`src/rtl/fw_route_pkg.sv`:
```
// Shared definitions for the firmware routing register.
// Assumes a two-bit routing code; the target index equals the code value.
package fw_route_pkg;
    localparam int TGT_N = 4;
    localparam int CODE_W = 2;

    typedef enum logic [CODE_W-1:0] {
        TGT_PCI  = 2'b00,
        TGT_SPI  = 2'b01,
        TGT_RSVD = 2'b10,
        TGT_LPC  = 2'b11
    } fw_tgt_e;
endpackage

```
`src/rtl/fw_route_reg.sv`:
```
// Control word with a strap-loaded routing field and a set-only lock.
// Assumes synchronous active-low reset held for at least one edge with
// the straps valid. The field is frozen while the lock is 1; the lock
// value from before the write decides, so the locking write still lands.
module fw_route_reg #(
    parameter int REG_W = 32,
    parameter int FLD_LSB = 10,
    parameter int FLD_W = 2,
    parameter int LOCK_POS = 0,
    parameter logic [REG_W-1:0] RST_VAL = 32'h00C0_0000
) (
    input  logic             clk,
    input  logic             rst_n,
    input  logic [FLD_W-1:0] strap_sel,
    input  logic             wr_en,
    input  logic [REG_W-1:0] wdata,
    output logic [REG_W-1:0] rdata,
    output logic [FLD_W-1:0] field,
    output logic [FLD_W-1:0] boot_loc
);
    localparam logic [REG_W-1:0] FLD_MASK =
        {{(REG_W-FLD_W){1'b0}}, {FLD_W{1'b1}}} << FLD_LSB;
    localparam logic [REG_W-1:0] LOCK_MASK =
        {{(REG_W-1){1'b0}}, 1'b1} << LOCK_POS;
    localparam logic [REG_W-1:0] PLAIN_MASK = ~(FLD_MASK | LOCK_MASK);

    logic [REG_W-1:0] plain_q;
    logic [FLD_W-1:0] field_q;
    logic [FLD_W-1:0] boot_q;
    logic             lock_q;

    // Plain storage bits: reset constant, then any write.
    always_ff @(posedge clk) begin
        if (!rst_n)
            plain_q <= RST_VAL & PLAIN_MASK;
        else if (wr_en)
            plain_q <= wdata & PLAIN_MASK;
    end

    // Routing field: strap at reset, writable until locked.
    always_ff @(posedge clk) begin
        if (!rst_n)
            field_q <= strap_sel;
        else if (wr_en && !lock_q)
            field_q <= wdata[FLD_LSB +: FLD_W];
    end

    // Lock: cleared by reset only, set by writing a 1.
    always_ff @(posedge clk) begin
        if (!rst_n)
            lock_q <= 1'b0;
        else if (wr_en && wdata[LOCK_POS])
            lock_q <= 1'b1;
    end

    // Boot location: strap copy that only reset can refresh.
    always_ff @(posedge clk) begin
        if (!rst_n)
            boot_q <= strap_sel;
    end

    // Assemble the visible register word.
    always_comb begin
        rdata = plain_q;
        rdata[FLD_LSB +: FLD_W] = field_q;
        rdata[LOCK_POS] = lock_q;
    end

    assign field = field_q;
    assign boot_loc = boot_q;
endmodule

```
`src/rtl/fw_route_decode.sv`:
```
// Turns the routing code into one strobe per target slot, gated by the
// request. Assumes slot index equals code value.
module fw_route_decode #(
    parameter int TGT_N = fw_route_pkg::TGT_N,
    parameter int CODE_W = fw_route_pkg::CODE_W
) (
    input  logic [CODE_W-1:0] code,
    input  logic              req,
    output logic [TGT_N-1:0]  sel
);
    // One comparator per slot.
    for (genvar g = 0; g < TGT_N; g++) begin : g_slot
        assign sel[g] = req && (code == CODE_W'(g));
    end
endmodule

```
`src/rtl/fw_route_rdmux.sv`:
```
// Registers the routed read result one cycle after the request.
// Assumes target data and present flags are valid in the request cycle.
// A slot whose present flag is low yields all ones.
module fw_route_rdmux #(
    parameter int TGT_N = fw_route_pkg::TGT_N,
    parameter int DW = 32
) (
    input  logic                      clk,
    input  logic                      rst_n,
    input  logic                      req,
    input  logic [TGT_N-1:0]          sel,
    input  logic [TGT_N-1:0]          present,
    input  logic [TGT_N-1:0][DW-1:0]  tdata,
    output logic                      valid,
    output logic [DW-1:0]             rdata
);
    logic [DW-1:0] pick;
    logic          hit;
    logic [DW-1:0] data_q;
    logic          hit_q;
    logic          valid_q;

    // OR together the data of the selected, populated slot.
    always_comb begin
        pick = '0;
        hit = 1'b0;
        for (int i = 0; i < TGT_N; i++) begin
            if (sel[i] && present[i]) begin
                pick = pick | tdata[i];
                hit = 1'b1;
            end
        end
    end

    // Capture the result on a request; valid pulses the next cycle.
    always_ff @(posedge clk) begin
        if (!rst_n) begin
            data_q <= '0;
            hit_q <= 1'b0;
            valid_q <= 1'b0;
        end else begin
            valid_q <= req;
            if (req) begin
                data_q <= pick;
                hit_q <= hit;
            end
        end
    end

    assign valid = valid_q;
    assign rdata = hit_q ? data_q : '1;
endmodule

```
`src/rtl/fw_route_ctrl.sv`:
```
// Top: lockable routing register plus firmware read steering.
// Assumes a single requester; the reserved slot never has a device.
module fw_route_ctrl #(
    parameter int REG_W = 32,
    parameter int FW_DW = 32,
    parameter int FLD_LSB = 10,
    parameter int LOCK_POS = 0
) (
    input  logic                               clk,
    input  logic                               rst_n,
    input  logic [fw_route_pkg::CODE_W-1:0]    strap_sel,
    input  logic                               reg_wr_en,
    input  logic [REG_W-1:0]                   reg_wdata,
    output logic [REG_W-1:0]                   reg_rdata,
    output logic [fw_route_pkg::CODE_W-1:0]    boot_loc,
    input  logic                               fw_rd_req,
    output logic                               spi_sel,
    output logic                               lpc_sel,
    output logic                               pci_sel,
    input  logic [FW_DW-1:0]                   spi_rdata,
    input  logic                               spi_present,
    input  logic [FW_DW-1:0]                   lpc_rdata,
    input  logic                               lpc_present,
    input  logic [FW_DW-1:0]                   pci_rdata,
    input  logic                               pci_present,
    output logic                               fw_rd_valid,
    output logic [FW_DW-1:0]                   fw_rdata
);
    import fw_route_pkg::*;

    logic [CODE_W-1:0]            code;
    logic [TGT_N-1:0]             sel;
    logic [TGT_N-1:0]             present;
    logic [TGT_N-1:0][FW_DW-1:0]  tdata;

    fw_route_reg #(
        .REG_W(REG_W), .FLD_LSB(FLD_LSB), .FLD_W(CODE_W),
        .LOCK_POS(LOCK_POS), .RST_VAL(REG_W'(32'h00C0_0000))
    ) u_reg (
        .clk(clk), .rst_n(rst_n), .strap_sel(strap_sel),
        .wr_en(reg_wr_en), .wdata(reg_wdata), .rdata(reg_rdata),
        .field(code), .boot_loc(boot_loc)
    );

    fw_route_decode #(.TGT_N(TGT_N), .CODE_W(CODE_W)) u_dec (
        .code(code), .req(fw_rd_req), .sel(sel)
    );

    // Slot wiring: index equals routing code.
    always_comb begin
        present = '0;
        tdata = '1;
        present[TGT_PCI] = pci_present;
        tdata[TGT_PCI] = pci_rdata;
        present[TGT_SPI] = spi_present;
        tdata[TGT_SPI] = spi_rdata;
        present[TGT_LPC] = lpc_present;
        tdata[TGT_LPC] = lpc_rdata;
    end

    fw_route_rdmux #(.TGT_N(TGT_N), .DW(FW_DW)) u_mux (
        .clk(clk), .rst_n(rst_n), .req(fw_rd_req), .sel(sel),
        .present(present), .tdata(tdata),
        .valid(fw_rd_valid), .rdata(fw_rdata)
    );

    assign spi_sel = sel[TGT_SPI];
    assign lpc_sel = sel[TGT_LPC];
    assign pci_sel = sel[TGT_PCI];
endmodule

```
`config.mk`:
```
export PLATFORM = sky130hd
export DESIGN_NAME = fw_route_ctrl
export DESIGN_NICKNAME = d
export VERILOG_FILES = /design/src/rtl/fw_route_pkg.sv /design/src/rtl/fw_route_reg.sv /design/src/rtl/fw_route_decode.sv /design/src/rtl/fw_route_rdmux.sv /design/src/rtl/fw_route_ctrl.sv
export SDC_FILE = /design/constraint.sdc
export NUM_CORES = 1
export LEC_CHECK = 0
export BUFFER_PORTS_ARGS = -buffer_cell sky130_fd_sc_hd__buf_2
export CAP_MARGIN = 20
export CORE_MARGIN = 5
export CORE_UTILIZATION = 47
export DETAILED_ROUTE_END_ITERATION = 6
export GPL_ROUTABILITY_DRIVEN = 0
export PLACE_DENSITY = 0.88
export SETUP_SLACK_MARGIN = 0.15
export SLEW_MARGIN = 20
export SYNTH_ARGS = -nofsm -noshare
export SYNTH_HDL_FRONTEND = slang
export SYNTH_HIERARCHICAL = 1
export SYNTH_SLANG_ARGS = --single-unit
```
`constraint.sdc`:
```
create_clock -name clk -period 4.1 [get_ports clk]
set_input_delay 0.205 -clock clk [delete_from_list [all_inputs] [get_ports clk]]
set_output_delay 0.205 -clock clk [all_outputs]
set_load 0.1 [all_outputs]
```
==> summary.txt <==
Placed design
  – Post-DP HPWL: between 7000 and 8000 microns
  – Placement-stage cell area: approximately 4400 sq um
  – Port bufs: slightly above 200

Power
  – Psw: around 0.00074 W
  – Sequential Power Share: between 30% and 40%
  – Power per cell area: slightly above 400 nW/um^2
  – Combinational share of power: a little under a third
  – Tot Pwr: 0.001861 W
  – Power share of the clock group: 28.6%
  – Switching share of power: between 30% and 40%
  – Pleak: between 2 and 2.5 nW
  – Pint: between 0.001 and 0.0015 W
  – Maximum VDD drop: 0.2321 mV

Timing
  – Final Setup Violations: 0
  – Final period utilization: 48.92%
  – Setup TNS Final: 0 ns
  – Layout Skew: around 0.012 ns
  – Tightest Pin Transition: approximately 1.6 ns
  – Hold Vio Cnt, Final: 0
  – Min Hold Slack: 0.04825 ns
  – Normalized max-slew margin: -8.964%
  – Achievable clock frequency: 498.6 MHz
  – Min cycle time layout: ~2.0 ns
  – RSZ-0062 raised after global routing: false
  – Max Slew Vio Count: 34

Finish
  – Layout cells sized above 1: about two fifths
  – End-of-flow core utilization: between 60 and 70%
  – P&R area growth vs syn: 35.48%
  – Most common cell after layout, fill and taps aside: buf_2
  – Final std cell area, no fill: roughly 4600 sq um
  – Nets: roughly 730
  – Commonest cells after routing, fill and taps aside: buf_2, nand2_1, dfxtp_1
  – Antenna fix cells: 0

Run status
  – Status: complete, but fails checks
  – Failing checks: max-slew violations

Routing
  – Vias per cell: between 5 and 6
  – Initial DRC count: 125
  – Drt pass-1 iters: 6
  – Final ANT Viol Nets: 0
  – Wire per inst: ~15 microns
  – Remaining DRCs: 0
  – Post-Route WL: between 10000 and 15000 microns
  – Vias: about 3600

Global route
  – Total gr overflow: 0
  – First-pass GRT wire length: ~16000 microns
  – Initial antenna violation count: 0
  – GRT Overall Usage: between 20% and 30%
  – Largest net degree at the start of global routing: 64
  – Vias in the first global route: between 3000 and 4000

Logic synthesis
  – Syn Area/Cell: between 9 and 10 sq um
  – Synth Register Bits: a little under 70
  – Synth warnings: 6
  – Cell Area, Synth: approximately 3400 sq um
  – Netlist cell types: 29
  – Synth Instances: 379
  – Register area share after synthesis: approximately two fifths

Floorplanning
  – I/O Pins: between 200 and 250
  – Initial Utilization: a little under half
  – Core box area: 7176 sq um
  – # rows: 31
  – Die Width: between 90 and 100 microns
  – Die ar.: roughly 9000 sq um
  – Die height: approximately 95 microns

Critical path
  – Critical Path AT: ~1.8 ns
  – CP Max Fanout: 30
  – Crit path capture type: output port
  – CP Launch Type: register
  – Setup Crit Path Kind: reg -> out
  – Worst Path Required: ~3.9 ns

Clock network
  – Postcts setup bufs: 0
  – Hold buffers post-CTS: 0
  – H-tree levels: 3
  – Clock Latency Late Sink: roughly 0.34 ns
  – CTS Buf Count: 9
  – Root buffer cell: clkbuf_8
  – Post-CTS resize count: 0
  – Clk buf depth: 2
  – CTS tree: built
  – Clock sinks: between 60 and 70
  – Clock-pin slew on the worst setup and hold paths: roughly 0.08 ns

Flow run
  – Max-cap violations: 0

Min path
  – Worst hold path class: in -> reg
[worst max-delay path, cell delays in order, from the launching register on]
cell and delay [ns]:
dfxtp_2 0.73, buf_4 0.23, or2b_1 0.22, buf_2 0.29
[synthesized netlist by cell type, drive strengths merged]
| master | n | area [sq um] |
|---|---|---|
| and3 | 1 | 7.510 |
| nor4 | 1 | 6.260 |
| dfxtp | 64 | 1281 |
| nand2b | 28 | 175.2 |
| and2 | 5 | 33.78 |
| edfxtp | 4 | 120.1 |
| and3b | 2 | 17.52 |
| a21oi | 1 | 5.000 |
| a22oi | 32 | 300.3 |
| a41oi | 32 | 280.3 |
| clkbuf | 12 | 45.04 |
| nand2 | 66 | 247.7 |
| buf | 27 | 237.7 |
| nor3b | 1 | 12.51 |
| mux2 | 2 | 22.52 |
| mux2i | 29 | 290.3 |
| o21ai | 33 | 165.2 |
| inv | 3 | 11.26 |
| nor2 | 29 | 108.9 |
| or2b | 4 | 30.03 |
| conb | 2 | 7.510 |
| a211oi | 1 | 7.510 |
[sequential cells by signal (all words and copies together), names as in the netlist]
| signal | flops |
|---|---|
| u_reg/plain_q | 29 |
| u_mux/valid | 1 |
| u_reg/boot_loc | 2 |
| u_mux/data_q | 32 |
| u_mux/hit_q | 1 |
| u_reg/field | 2 |
| u_reg/lock_q | 1 |
[kinds of logic after synthesis]
logic type             count (synthesis)  synth area share (%)
AOI/OAI and AO/OA                     99                 22.21
muxes                                 31                 9.164
DFF                                   68                 41.06
buffers and inverters                 42                 8.614
other                                  2                0.2200
and+or+nand+nor                      137                 18.73
[stage by stage]
stage / std cells / setup slack [ns]
after floorplan: 410 / 1.513
after global placement: 680 / 2.087
after detailed placement: 680 / 2.066
after CTS: 696 / 1.690
after global routing: 696 / 2.017
final: 696 / 2.094
[final timing paths]
| path | start | end | slack (ns) | cells after the start |
|---|---|---|---|---|
| worst max-delay path | u_mux/hit_q | fw_rdata[27] | 2.09 | 3 |
| worst min-delay path | strap_sel[1] | u_reg/boot_loc[1] | 0.05 | 1 |
| worst max register to register | u_reg/field[0] | u_mux/data_q[24] | 2.35 | 5 |
| worst min register to register | u_reg/plain_q[1] | u_reg/plain_q[1] | 0.49 | 2 |
[power groups by stage]
stage | clock (W) | combinational (W) | sequential, W
3_3_place_gp | 0 | 0.000583 | 0.000748
4_1_cts | 0.000545 | 0.000591 | 0.000737
5_1_grt | 0.000575 | 0.000620 | 0.000743
3_5_place_dp | 0 | 0.000591 | 0.000751
2_1_floorplan | 0 | 0.000338 | 0.000877
6_report | 0.000532 | 0.000592 | 0.000737
[per-layer routing]
metal / up-vias / global-route usage [%] / wire length [microns]
met3: 19 / 7.103 / 1215
met1: 1640 / 25.80 / 4214
met5: - / 0 / 0
met4: 0 / 9.495 / 188
met2: 184 / 38.66 / 5080
li1: 1731 / - / -
[final cells by class]
class / count / area (sq um)
clock buffer: 9 / 123.9
clock inverter: 7 / 67.56
inverter: 3 / 11.26
multi-input combinational: 300 / 1834
sequential: 68 / 1403
tap: 99 / 123.9
fill: 595 / 2551
timing repair buffer: 210 / 1061
No activity file was read; power rests on OpenSTA's default activity.
